[src/rtl/qdb_pkg.sv]
// Package: shared types and the band classification function for the
// queue depth bucket tracker. Assumes depth and threshold fit in 32 bits.
package qdb_pkg;

    typedef logic [1:0] band_t;

    typedef enum logic [1:0] {
        THR_ONE  = 2'd0,
        THR_SPAN = 2'd1,
        THR_ALL  = 2'd2,
        THR_NONE = 2'd3
    } thr_mode_e;

    // Band of a depth against a threshold, using only shifts and adds.
    function automatic band_t band_of(input logic [31:0] d, input logic [31:0] t);
        logic [33:0] d4;
        logic [33:0] t2;
        logic [33:0] t3;
        logic [33:0] t4;
        d4 = {d, 2'b00};
        t2 = {1'b0, t, 1'b0};
        t3 = t2 + {2'b00, t};
        t4 = {t, 2'b00};
        if (d4 <= t2)      return 2'd0;
        else if (d4 <= t3) return 2'd1;
        else if (d4 <= t4) return 2'd2;
        else               return 2'd3;
    endfunction

endpackage

[src/rtl/qdb_depth_bank.sv]
// Module: per-queue occupancy counters.
// Assumes one enqueue and one dequeue strobe per cycle at most; counters
// hold at zero and at their ceiling instead of wrapping.
module qdb_depth_bank #(
    parameter int NUM_Q   = 8,
    parameter int DEPTH_W = 8,
    parameter int QID_W   = 3
) (
    input  logic                       clk,
    input  logic                       rst_n,
    input  logic                       enq_valid,
    input  logic [QID_W-1:0]           enq_qid,
    input  logic                       deq_valid,
    input  logic [QID_W-1:0]           deq_qid,
    output logic [NUM_Q*DEPTH_W-1:0]   depth_flat
);

    localparam logic [DEPTH_W-1:0] DEPTH_MAX = {DEPTH_W{1'b1}};

    for (genvar i = 0; i < NUM_Q; i++) begin : g_q
        localparam logic [QID_W-1:0] IDX = QID_W'(i);
        logic               inc;
        logic               dec;
        logic [DEPTH_W-1:0] cnt_q;

        assign inc = enq_valid && (enq_qid == IDX);
        assign dec = deq_valid && (deq_qid == IDX);

        // Move the count by the net of enqueue and dequeue, clamped.
        always_ff @(posedge clk) begin
            if (!rst_n) begin
                cnt_q <= '0;
            end else if (inc && !dec && cnt_q != DEPTH_MAX) begin
                cnt_q <= cnt_q + 1'b1;
            end else if (dec && !inc && cnt_q != '0) begin
                cnt_q <= cnt_q - 1'b1;
            end
        end

        assign depth_flat[i*DEPTH_W +: DEPTH_W] = cnt_q;
    end

endmodule

[src/rtl/qdb_thr_bank.sv]
// Module: per-queue threshold registers with single, span and broadcast
// writes. Assumes span bounds are inclusive; an inverted span hits nothing.
module qdb_thr_bank #(
    parameter int NUM_Q   = 8,
    parameter int THR_W   = 8,
    parameter int QID_W   = 3,
    parameter int DEF_THR = 8
) (
    input  logic                     clk,
    input  logic                     rst_n,
    input  logic                     thr_wr,
    input  logic [1:0]               thr_mode,
    input  logic [QID_W-1:0]         thr_lo,
    input  logic [QID_W-1:0]         thr_hi,
    input  logic [THR_W-1:0]         thr_value,
    output logic [NUM_Q*THR_W-1:0]   thr_flat
);
    import qdb_pkg::*;

    localparam logic [THR_W-1:0] THR_RST = THR_W'(DEF_THR);

    for (genvar i = 0; i < NUM_Q; i++) begin : g_q
        localparam logic [QID_W-1:0] IDX = QID_W'(i);
        logic             hit;
        logic [THR_W-1:0] thr_q;

        // Decide whether this queue is addressed by the current write.
        always_comb begin
            unique case (thr_mode_e'(thr_mode))
                THR_ONE:  hit = (thr_lo == IDX);
                THR_SPAN: hit = (thr_lo <= IDX) && (IDX <= thr_hi);
                THR_ALL:  hit = 1'b1;
                default:  hit = 1'b0;
            endcase
        end

        // Load the new threshold when addressed.
        always_ff @(posedge clk) begin
            if (!rst_n) begin
                thr_q <= THR_RST;
            end else if (thr_wr && hit) begin
                thr_q <= thr_value;
            end
        end

        assign thr_flat[i*THR_W +: THR_W] = thr_q;
    end

endmodule

[src/rtl/qdb_band_classify.sv]
// Module: selects one queue's depth and threshold and returns its band.
// Purely combinational; assumes qid < NUM_Q.
module qdb_band_classify #(
    parameter int NUM_Q   = 8,
    parameter int DEPTH_W = 8,
    parameter int THR_W   = 8,
    parameter int QID_W   = 3
) (
    input  logic [NUM_Q*DEPTH_W-1:0] depth_flat,
    input  logic [NUM_Q*THR_W-1:0]   thr_flat,
    input  logic [QID_W-1:0]         qid,
    output logic [1:0]               band
);
    import qdb_pkg::*;

    logic [DEPTH_W-1:0] d_sel;
    logic [THR_W-1:0]   t_sel;

    // Pick the addressed queue and classify it.
    always_comb begin
        d_sel = depth_flat[qid*DEPTH_W +: DEPTH_W];
        t_sel = thr_flat[qid*THR_W +: THR_W];
        band  = band_of(32'(d_sel), 32'(t_sel));
    end

endmodule

[src/rtl/qdb_stat_bank.sv]
// Module: saturating dequeue counters per queue and per band, with a
// combinational read mux. Assumes deq_band is the band at dequeue time.
module qdb_stat_bank #(
    parameter int NUM_Q  = 8,
    parameter int STAT_W = 16,
    parameter int QID_W  = 3
) (
    input  logic              clk,
    input  logic              rst_n,
    input  logic              deq_valid,
    input  logic [QID_W-1:0]  deq_qid,
    input  logic [1:0]        deq_band,
    input  logic [QID_W-1:0]  rd_qid,
    input  logic [1:0]        rd_band,
    output logic [STAT_W-1:0] rd_count
);

    localparam int NUM_BANDS = 4;
    localparam int NUM_CNT   = NUM_Q * NUM_BANDS;
    localparam logic [STAT_W-1:0] STAT_MAX = {STAT_W{1'b1}};

    logic [NUM_CNT*STAT_W-1:0] cnt_flat;

    for (genvar q = 0; q < NUM_Q; q++) begin : g_q
        for (genvar b = 0; b < NUM_BANDS; b++) begin : g_b
            localparam logic [QID_W-1:0] QIDX = QID_W'(q);
            localparam logic [1:0]       BIDX = 2'(b);
            logic [STAT_W-1:0] cnt_q;

            // Count dequeues in this band for this queue, holding at max.
            always_ff @(posedge clk) begin
                if (!rst_n) begin
                    cnt_q <= '0;
                end else if (deq_valid && deq_qid == QIDX && deq_band == BIDX
                             && cnt_q != STAT_MAX) begin
                    cnt_q <= cnt_q + 1'b1;
                end
            end

            assign cnt_flat[(q*NUM_BANDS+b)*STAT_W +: STAT_W] = cnt_q;
        end
    end

    // Return the selected counter.
    always_comb begin
        rd_count = cnt_flat[({rd_qid, rd_band})*STAT_W +: STAT_W];
    end

endmodule

[src/rtl/qdb_bucket_tracker.sv]
// Module: top of the queue depth bucket tracker. Tracks occupancy per
// queue, classifies it against a per-queue threshold, tags dequeues with
// the band and keeps per-band dequeue statistics.
// Assumes NUM_Q is a power of two and at least 2.
module qdb_bucket_tracker #(
    parameter int NUM_Q   = 8,
    parameter int DEPTH_W = 8,
    parameter int THR_W   = 8,
    parameter int STAT_W  = 16,
    parameter int DEF_THR = 8,
    localparam int QID_W  = $clog2(NUM_Q)
) (
    input  logic              clk,
    input  logic              rst_n,
    input  logic              enq_valid,
    input  logic [QID_W-1:0]  enq_qid,
    input  logic              deq_valid,
    input  logic [QID_W-1:0]  deq_qid,
    output logic [1:0]        deq_bucket,
    input  logic              thr_wr,
    input  logic [1:0]        thr_mode,
    input  logic [QID_W-1:0]  thr_lo,
    input  logic [QID_W-1:0]  thr_hi,
    input  logic [THR_W-1:0]  thr_value,
    input  logic [QID_W-1:0]  look_qid,
    output logic [1:0]        look_bucket,
    input  logic [QID_W-1:0]  stat_qid,
    input  logic [1:0]        stat_bucket,
    output logic [STAT_W-1:0] stat_count
);

    logic [NUM_Q*DEPTH_W-1:0] depth_flat;
    logic [NUM_Q*THR_W-1:0]   thr_flat;

    qdb_depth_bank #(.NUM_Q(NUM_Q), .DEPTH_W(DEPTH_W), .QID_W(QID_W)) u_depth (
        .clk        (clk),
        .rst_n      (rst_n),
        .enq_valid  (enq_valid),
        .enq_qid    (enq_qid),
        .deq_valid  (deq_valid),
        .deq_qid    (deq_qid),
        .depth_flat (depth_flat)
    );

    qdb_thr_bank #(.NUM_Q(NUM_Q), .THR_W(THR_W), .QID_W(QID_W), .DEF_THR(DEF_THR)) u_thr (
        .clk       (clk),
        .rst_n     (rst_n),
        .thr_wr    (thr_wr),
        .thr_mode  (thr_mode),
        .thr_lo    (thr_lo),
        .thr_hi    (thr_hi),
        .thr_value (thr_value),
        .thr_flat  (thr_flat)
    );

    qdb_band_classify #(.NUM_Q(NUM_Q), .DEPTH_W(DEPTH_W), .THR_W(THR_W), .QID_W(QID_W)) u_deq_cls (
        .depth_flat (depth_flat),
        .thr_flat   (thr_flat),
        .qid        (deq_qid),
        .band       (deq_bucket)
    );

    qdb_band_classify #(.NUM_Q(NUM_Q), .DEPTH_W(DEPTH_W), .THR_W(THR_W), .QID_W(QID_W)) u_look_cls (
        .depth_flat (depth_flat),
        .thr_flat   (thr_flat),
        .qid        (look_qid),
        .band       (look_bucket)
    );

    qdb_stat_bank #(.NUM_Q(NUM_Q), .STAT_W(STAT_W), .QID_W(QID_W)) u_stat (
        .clk       (clk),
        .rst_n     (rst_n),
        .deq_valid (deq_valid),
        .deq_qid   (deq_qid),
        .deq_band  (deq_bucket),
        .rd_qid    (stat_qid),
        .rd_band   (stat_bucket),
        .rd_count  (stat_count)
    );

endmodule

[config.mk]
export PLATFORM = sky130hd
export DESIGN_NAME = qdb_bucket_tracker
export DESIGN_NICKNAME = d
export VERILOG_FILES = /design/src/rtl/qdb_pkg.sv /design/src/rtl/qdb_depth_bank.sv /design/src/rtl/qdb_thr_bank.sv /design/src/rtl/qdb_band_classify.sv /design/src/rtl/qdb_stat_bank.sv /design/src/rtl/qdb_bucket_tracker.sv
export SDC_FILE = /design/constraint.sdc
export NUM_CORES = 2
export LEC_CHECK = 0
export BUFFER_PORTS_ARGS = -buffer_cell sky130_fd_sc_hd__buf_2
export CAP_MARGIN = 40
export CORE_AREA = 8 8 306 308
export CTS_CLUSTER_SIZE = 12
export DETAILED_ROUTE_END_ITERATION = 10
export DIE_AREA = 0 0 314 316
export PLACE_DENSITY = 0.6
export SYNTH_ARGS = -nofsm -noshare
export SYNTH_HDL_FRONTEND = slang
export SYNTH_SLANG_ARGS = --single-unit
[constraint.sdc]
create_clock -name clk -period 7.5 [get_ports clk]
set_input_delay 0.75 -clock clk [delete_from_list [all_inputs] [get_ports clk]]
set_output_delay 0.75 -clock clk [all_outputs]
set_load 0.01 [all_outputs]
======== Yosys cells after proc, flatten, opt, wreduce, memory -nomap -nowiden ========
Index checks and enable logic that the tools add are counted.
word-level totals
  register bits after elaboration ......... 640
  latch bits .............................. 0
  bits in writable memories ............... 0
  memory bits (read-only) ................. 0
  bits of input ports ..................... 35
  output and inout bits ................... 20
  logic and storage cells ................. 386
  memories ................................ 0
cells by class
  $add $sub $neg .......................... 50
  multipliers ............................. 0
  divide/modulo/power cells ............... 0
  order comparisons ....................... 22
  equal/unequal tests ..................... 66
  shifts and indexed selects .............. 5
  muxes and demuxes ....................... 30
  bitwise operators ....................... 0
  reduce and logical (&&, ||, !) cells .... 165
operator list
  cell                     count
  $add A16 B1 Y16 const B  32
  $ne A16 B16 Y1 const B   32
  $shiftx A512 B10 Y16     1
  $shiftx A64 B7 Y8        4
  $logic_and A1 B1 Y1      128
  $mux W8                  16
  $le A10 B34 Y1           2
  $add A8 B1 Y8 const B    8
  $ne A8 B8 Y1 const B     8
  $reduce_bool A8 Y1       8
  $sub A8 B1 Y8 const B    8
  $eq A3 B3 Y1 const B     12
  $pmux W1 S3              8
  $add A9 B8 Y10           2
  $le A10 B10 Y1           2
  $le A10 B9 Y1            2
  $eq A3 B2 Y1 const B     6
  $logic_not A1 Y1         16
  $reduce_bool A2 Y1       8
  $le A3 B3 Y1 const A     4
  $le A3 B3 Y1 const B     4
  $eq A3 B1 Y1 const B     3
  $logic_not A3 Y1         3
  $mux W2                  4
  8 further kinds          17

======== Depth between registers and ports, before layout ========
  word-level depth ........................ 8
  depth in mapped cells ................... 25
  gate-level depth less buffers ........... 19

======== Modules after synthesis ========
Synthesis repeated with hierarchy kept, for this count alone.
second synthesis, totals
  cells, all modules ...................... 4403
  area, all modules ....................... 39793.2 µm²
modules (own cells, without submodules)
  module                          instances  cells each  area each (µm²)  sequential area each (µm²)
  qdb_stat_bank                   1          3186        28203.3          10249.8
  qdb_depth_bank                  1          631         5273.8           1281.2
  qdb_thr_bank                    1          254         2602.5           1281.2
  qdb_band_classify (u_deq_cls)   1          166         1858.0           0.0
  qdb_band_classify (u_look_cls)  1          166         1855.5           0.0

======== Worst setup path before layout ========
No wires, ideal clock.
  path kind ............................... input-to-output
  start point ............................. in deq_qid[0]
  end point ............................... out deq_bucket[0]
  arrival time ............................ 5.962 ns
  data required time ...................... 6.750 ns
  slack ................................... 0.788 ns
  stages .................................. 21
  buffers on the path ..................... 6
  path through ............................ buf_4 buf_1 buf_1 mux4_2 mux2i_1 inv_1 fa_1 a21o_1 a21oi_1 o21bai_1 a21oi_1 xnor2_1 ha_1 nand2_1 o31ai_1 a221oi_1 a31oi_1 clkbuf_1 buf_1 buf_1 a21oi_1
on the way
  word-level cells in the longest chain between the ends .. 5
  elaborated cells on any way between the ends .. 9
ends and longest elaborated chain
  item                                                     RTL line                                          text
  from (decl)                                              qdb_bucket_tracker.sv:18                          input logic [QID_W-1:0] deq_qid,
  $shiftx A64 B7 Y8 (on tied branches)                     qdb_band_classify.sv:22, qdb_band_classify.sv:21
  $add A9 B8 Y10 / $le A10 B10 Y1 (equally long branches)  qdb_pkg.sv:22, qdb_pkg.sv:26
  $le A10 B34 Y1 / $mux W1 (equally long branches)         qdb_pkg.sv:25, qdb_pkg.sv:26
  $mux W2                                                  qdb_pkg.sv:25                                     else if (d4 <= t3) return 2'd1;
  $mux W2 (*)                                              qdb_pkg.sv:24                                     if (d4 <= t2) return 2'd0;
  to (decl)                                                qdb_bucket_tracker.sv:19                          output logic [1:0] deq_bucket,
Every way passes the cells marked *; elsewhere a longest branch is shown, timed or not.

======== Worst setup path after layout ========
  start point ............................. in deq_qid[0]
  end point ............................... out deq_bucket[1]
on the way
  word-level cells in the longest chain between the ends .. 5
  elaborated cells on any way between the ends .. 7
ends and longest elaborated chain
  item               RTL line                 text
  $shiftx A64 B7 Y8  qdb_band_classify.sv:22  t_sel = thr_flat[qid*THR_W +: THR_W];
  $add A9 B8 Y10     qdb_pkg.sv:22            t3 = t2 + {2'b00, t};
  $le A10 B34 Y1     qdb_pkg.sv:25
  $mux W2            qdb_pkg.sv:25
  $mux W2 (*)        qdb_pkg.sv:24
Marked as above.

==> summary.txt <==
Outcome
  – Status: completed

Synth
  – Avg Inst Size Synth: 8.99 µm²
  – Main synth FF type: dfxtp_1
  – Count leader, synth: dfxtp_1
  – Leading post-synthesis cells by instance count: 640 x dfxtp_1, 422 x nor2_1, 348 x nand2_1, 279 x a21oi_1, 252 x nand3_1
  – Top cell type's share of synthesized area: 32.4%
  – Number of synthesized flops with an enable pin: 0
  – Synth cell types: 68
  – Synth top area cells: dfxtp_1 32%, mux4_2 13%, xnor2_1 4.8%
  – Sequential-to-total area share from yosys stat: 32.4%
  – Largest area contributor in the netlist: dfxtp_1
  – Synth warn: 0
  – Netlist Area Pre-Place: 39500 µm²
  – Syn Nets: 4586
  – FF+latch count, synth: 640
  – Post-synth ARST share: 0%
  – Post-Synthesis Cells: 4401

Die
  – Core footprint: 89000 µm²
  – Die W: 314 µm
  – Rows: 110
  – I/O pins: 55
  – Starting Density: 44.4%
  – Full die area: 99200 µm²
  – Die Y: 316 µm

Setup path
  – Worst setup SP type: input port
  – CP Capture Type: output port
  – Kind of critical path: in -> out
  – Reg2Reg Depth: 17
  – Worst path cell trace: buf_2 -> buf_4 -> mux4_2 -> mux2i_1 -> inv_1 -> ha_1 -> and3_1 -> a21oi_1 -> o31a_1 -> a21oi_1 -> nor2_1 -> o21bai_1 -> xnor2_1 -> ha_1 -> nand3_1 -> o31ai_1 -> a221oi_1 -> a31o_2 -> buf_4 -> nor2_1 -> buf_2
  – Critical Path AT: 5900 ps
  – Critical-path top delay cell: a31o_2
  – Crit. path cell count: 21
  – Worst-path fanout max: 16
  – Buf/Inv on CP: 5
  – Worst path required time: 6750 ps
  – Max incr delay on CP: 540 ps
  – Crit-path leading delay family: compound AO/OA/AOI/OAI gates

Clocking
  – Hold buffers post-CTS: 0
  – H-tree Lvls: 3
  – Post-CTS Setup Bufs: 0
  – Clock latency at the later pin of the worst-skew pair: 650 ps
  – Worst-path clk slew: 60 ps
  – Worst-case clock buffer depth: 3
  – Cts bufs inserted: 77
  – Clock root cell: clkbuf_16
  – CTS tree: built
  – Post-CTS Resized: 0
  – Clk sinks: 640

Global routing
  – Met3 usage: 4.19%
  – Grt ovf: 0
  – GRT Total Usage: 23.8%
  – Vias in the first global route: 32804
  – First-pass GRT wire length: 190 mm
  – Gr busiest metal: met2
  – Initial antenna violation count: 5
  – Met2 global-route usage: 37.5%
  – Met1 usage: 31.8%
  – Pin count of the biggest net entering global routing: 175

STA
  – RSZ-0062 raised after global routing: no
  – Clock Skews: 30.9 ps
  – Hold Slack: 466 ps
  – Pins Over Slew Limit: 0
  – Final setup fails: 0
  – Final Hold Fails: 0
  – Relative slew slack: 33.0%
  – Fin crit share: 88.7%
  – Setup TNS: 0 ps
  – Fin crit period: 6650 ps
  – Worst slew pin tran: 1000 ps
  – Fmax: 0.150 GHz

Power
  – Leak: 0.0151 µW
  – Worst IR Drop VDD: 0.000167 V
  – Pwr dens: 195 nW/µm²

Place
  – DP HPWL: 86.3 mm
  – Placed cell area: 41000 µm²
  – GPL Wtd Cong: 0.897
  – Count of input and output buffers: 54

Finish
  – Final design area excluding fillers: 43500 µm²
  – Layout area overhead: 10.1%
  – Filler cells: 8405
  – Post-layout nets: 4544
  – Share of cells above drive strength 1: 12.3%
  – Util after Layout: 48.9%

Detailed routing
  – Pre-Repair DR Iteration Count: 5
  – Drc violations: 0
  – Vias/cell: 6.22
  – Via Count: 34809
  – Antenna Nets Post-Route: 0
  – Starting DRT DRC Count: 2982
  – Drt total wl: 121 mm
  – Wire per inst: 21.6 µm

Worst hold path
  – Hold WC Path Type: in -> reg
  – Hold Path Depth: 2

Job
  – Max_cap viols: 0
area by class of cell:
class,count,area [µm²],share of cell area [%]
Multi-Input combinational cell,3405,25400,58.4
Sequential cell,640,12800,29.4
Clock buffer,114,2220,5.09
Timing Repair Buffer,135,995,2.28
Inverter,100,383,0.879
Antenna cell,2,5.00,0.0115
Tap cell,1176,1470,3.38
Clock inverter,20,248,0.569
report_power, final:
part	leakage, µW	total, µW	internal [µW]	switching [µW]
Combinational	0.00872	1280	442	842
Sequential	0.00516	3510	3440	65.7
Clock	0.00120	3720	2160	1560
Total	0.0151	8510	6040	2470
worst reg2reg max path: stages (launching register included):
cell      delay, ps
dfxtp_1         340
mux4_2          490
mux2i_4         340
inv_1           140
fa_1            440
a21o_1          190
a21oi_1         210
o21bai_1         90
a21oi_1         220
xnor2_1         150
ha_1            260
a21oi_1         140
o21ai_0         110
a221oi_1        500
a31o_2          540
nand3_1         620
or4_1           650
a21oi_1         140
layout by cell type, fill, tap and decap left out, drive strengths merged, types with 72 or more instances in the layout:
cell    netlist  layout
nand3       252     252
nor2        422     422
mux2i       174     174
dfxtp       640     640
clkbuf      181     115
inv         100     103
buf          75     134
nand4       173     173
or4         106     106
o21ai       143     143
o31ai        91      91
or3          97      97
xnor2       218     218
nor4        148     148
ha          140     140
a21oi       279     279
nor3         72      72
mux4        224     224
nand2       348     348
cells by family (layout without fill, tap and decap cells):
| logic type | after synthesis | in the layout | synth area share, % |
|---|---|---|---|
| flops | 640 | 640 | 32.4 |
| buf+inv | 356 | 369 | 3.49 |
| other cells | 0 | 2 | 0 |
| xor+xnor | 257 | 257 | 5.69 |
| compound gates | 696 | 696 | 10.8 |
| fa+ha+maj | 150 | 150 | 4.94 |
| simple gates | 1871 | 1871 | 24.5 |
| mux | 431 | 431 | 18.2 |
path summary, 6_finish.rpt:
path / start / endpoint / slack, ps
setup / recovery: deq_qid[0] / deq_bucket[1] / 850
hold / removal: rst_n / u_thr.g_q[6].thr_q[3]$_SDFFE_PN1P_ / 470
setup reg to reg: u_thr.g_q[0].thr_q[1]$_SDFFE_PN0P_ / u_stat.g_q[4].g_b[1].cnt_q[5]$_SDFFE_PN0P_ / 1850
hold reg to reg: u_stat.g_q[5].g_b[3].cnt_q[15]$_SDFFE_PN0P_ / u_stat.g_q[5].g_b[3].cnt_q[15]$_SDFFE_PN0P_ / 480
routing by layer:
metal	vias up	share of wire, %
met5	-	0.011
met4	2	4.4
met3	262	6.7
met2	1103	45
li1	16449	-
met1	16993	44
flip-flops by register name, indices dropped and copies added, names as in the netlist:
register	cells
u_thr.g_q.thr_q	64
u_stat.g_q.g_b.cnt_q	512
u_depth.g_q.cnt_q	64
metrics by stage:
| step | std cells | setup WS (ps) | power (µW) |
|---|---|---|---|
| after global routing | 5591 | 433 | 8810 |
| after detailed placement | 5454 | 505 | 4840 |
| after CTS | 5588 | 677 | 8570 |
| after global placement | 5436 | 614 | 4820 |
| after floorplan | 4401 | 788 | 4410 |
| final | 5592 | 846 | 8510 |
Power figures use the tool's default switching activity.
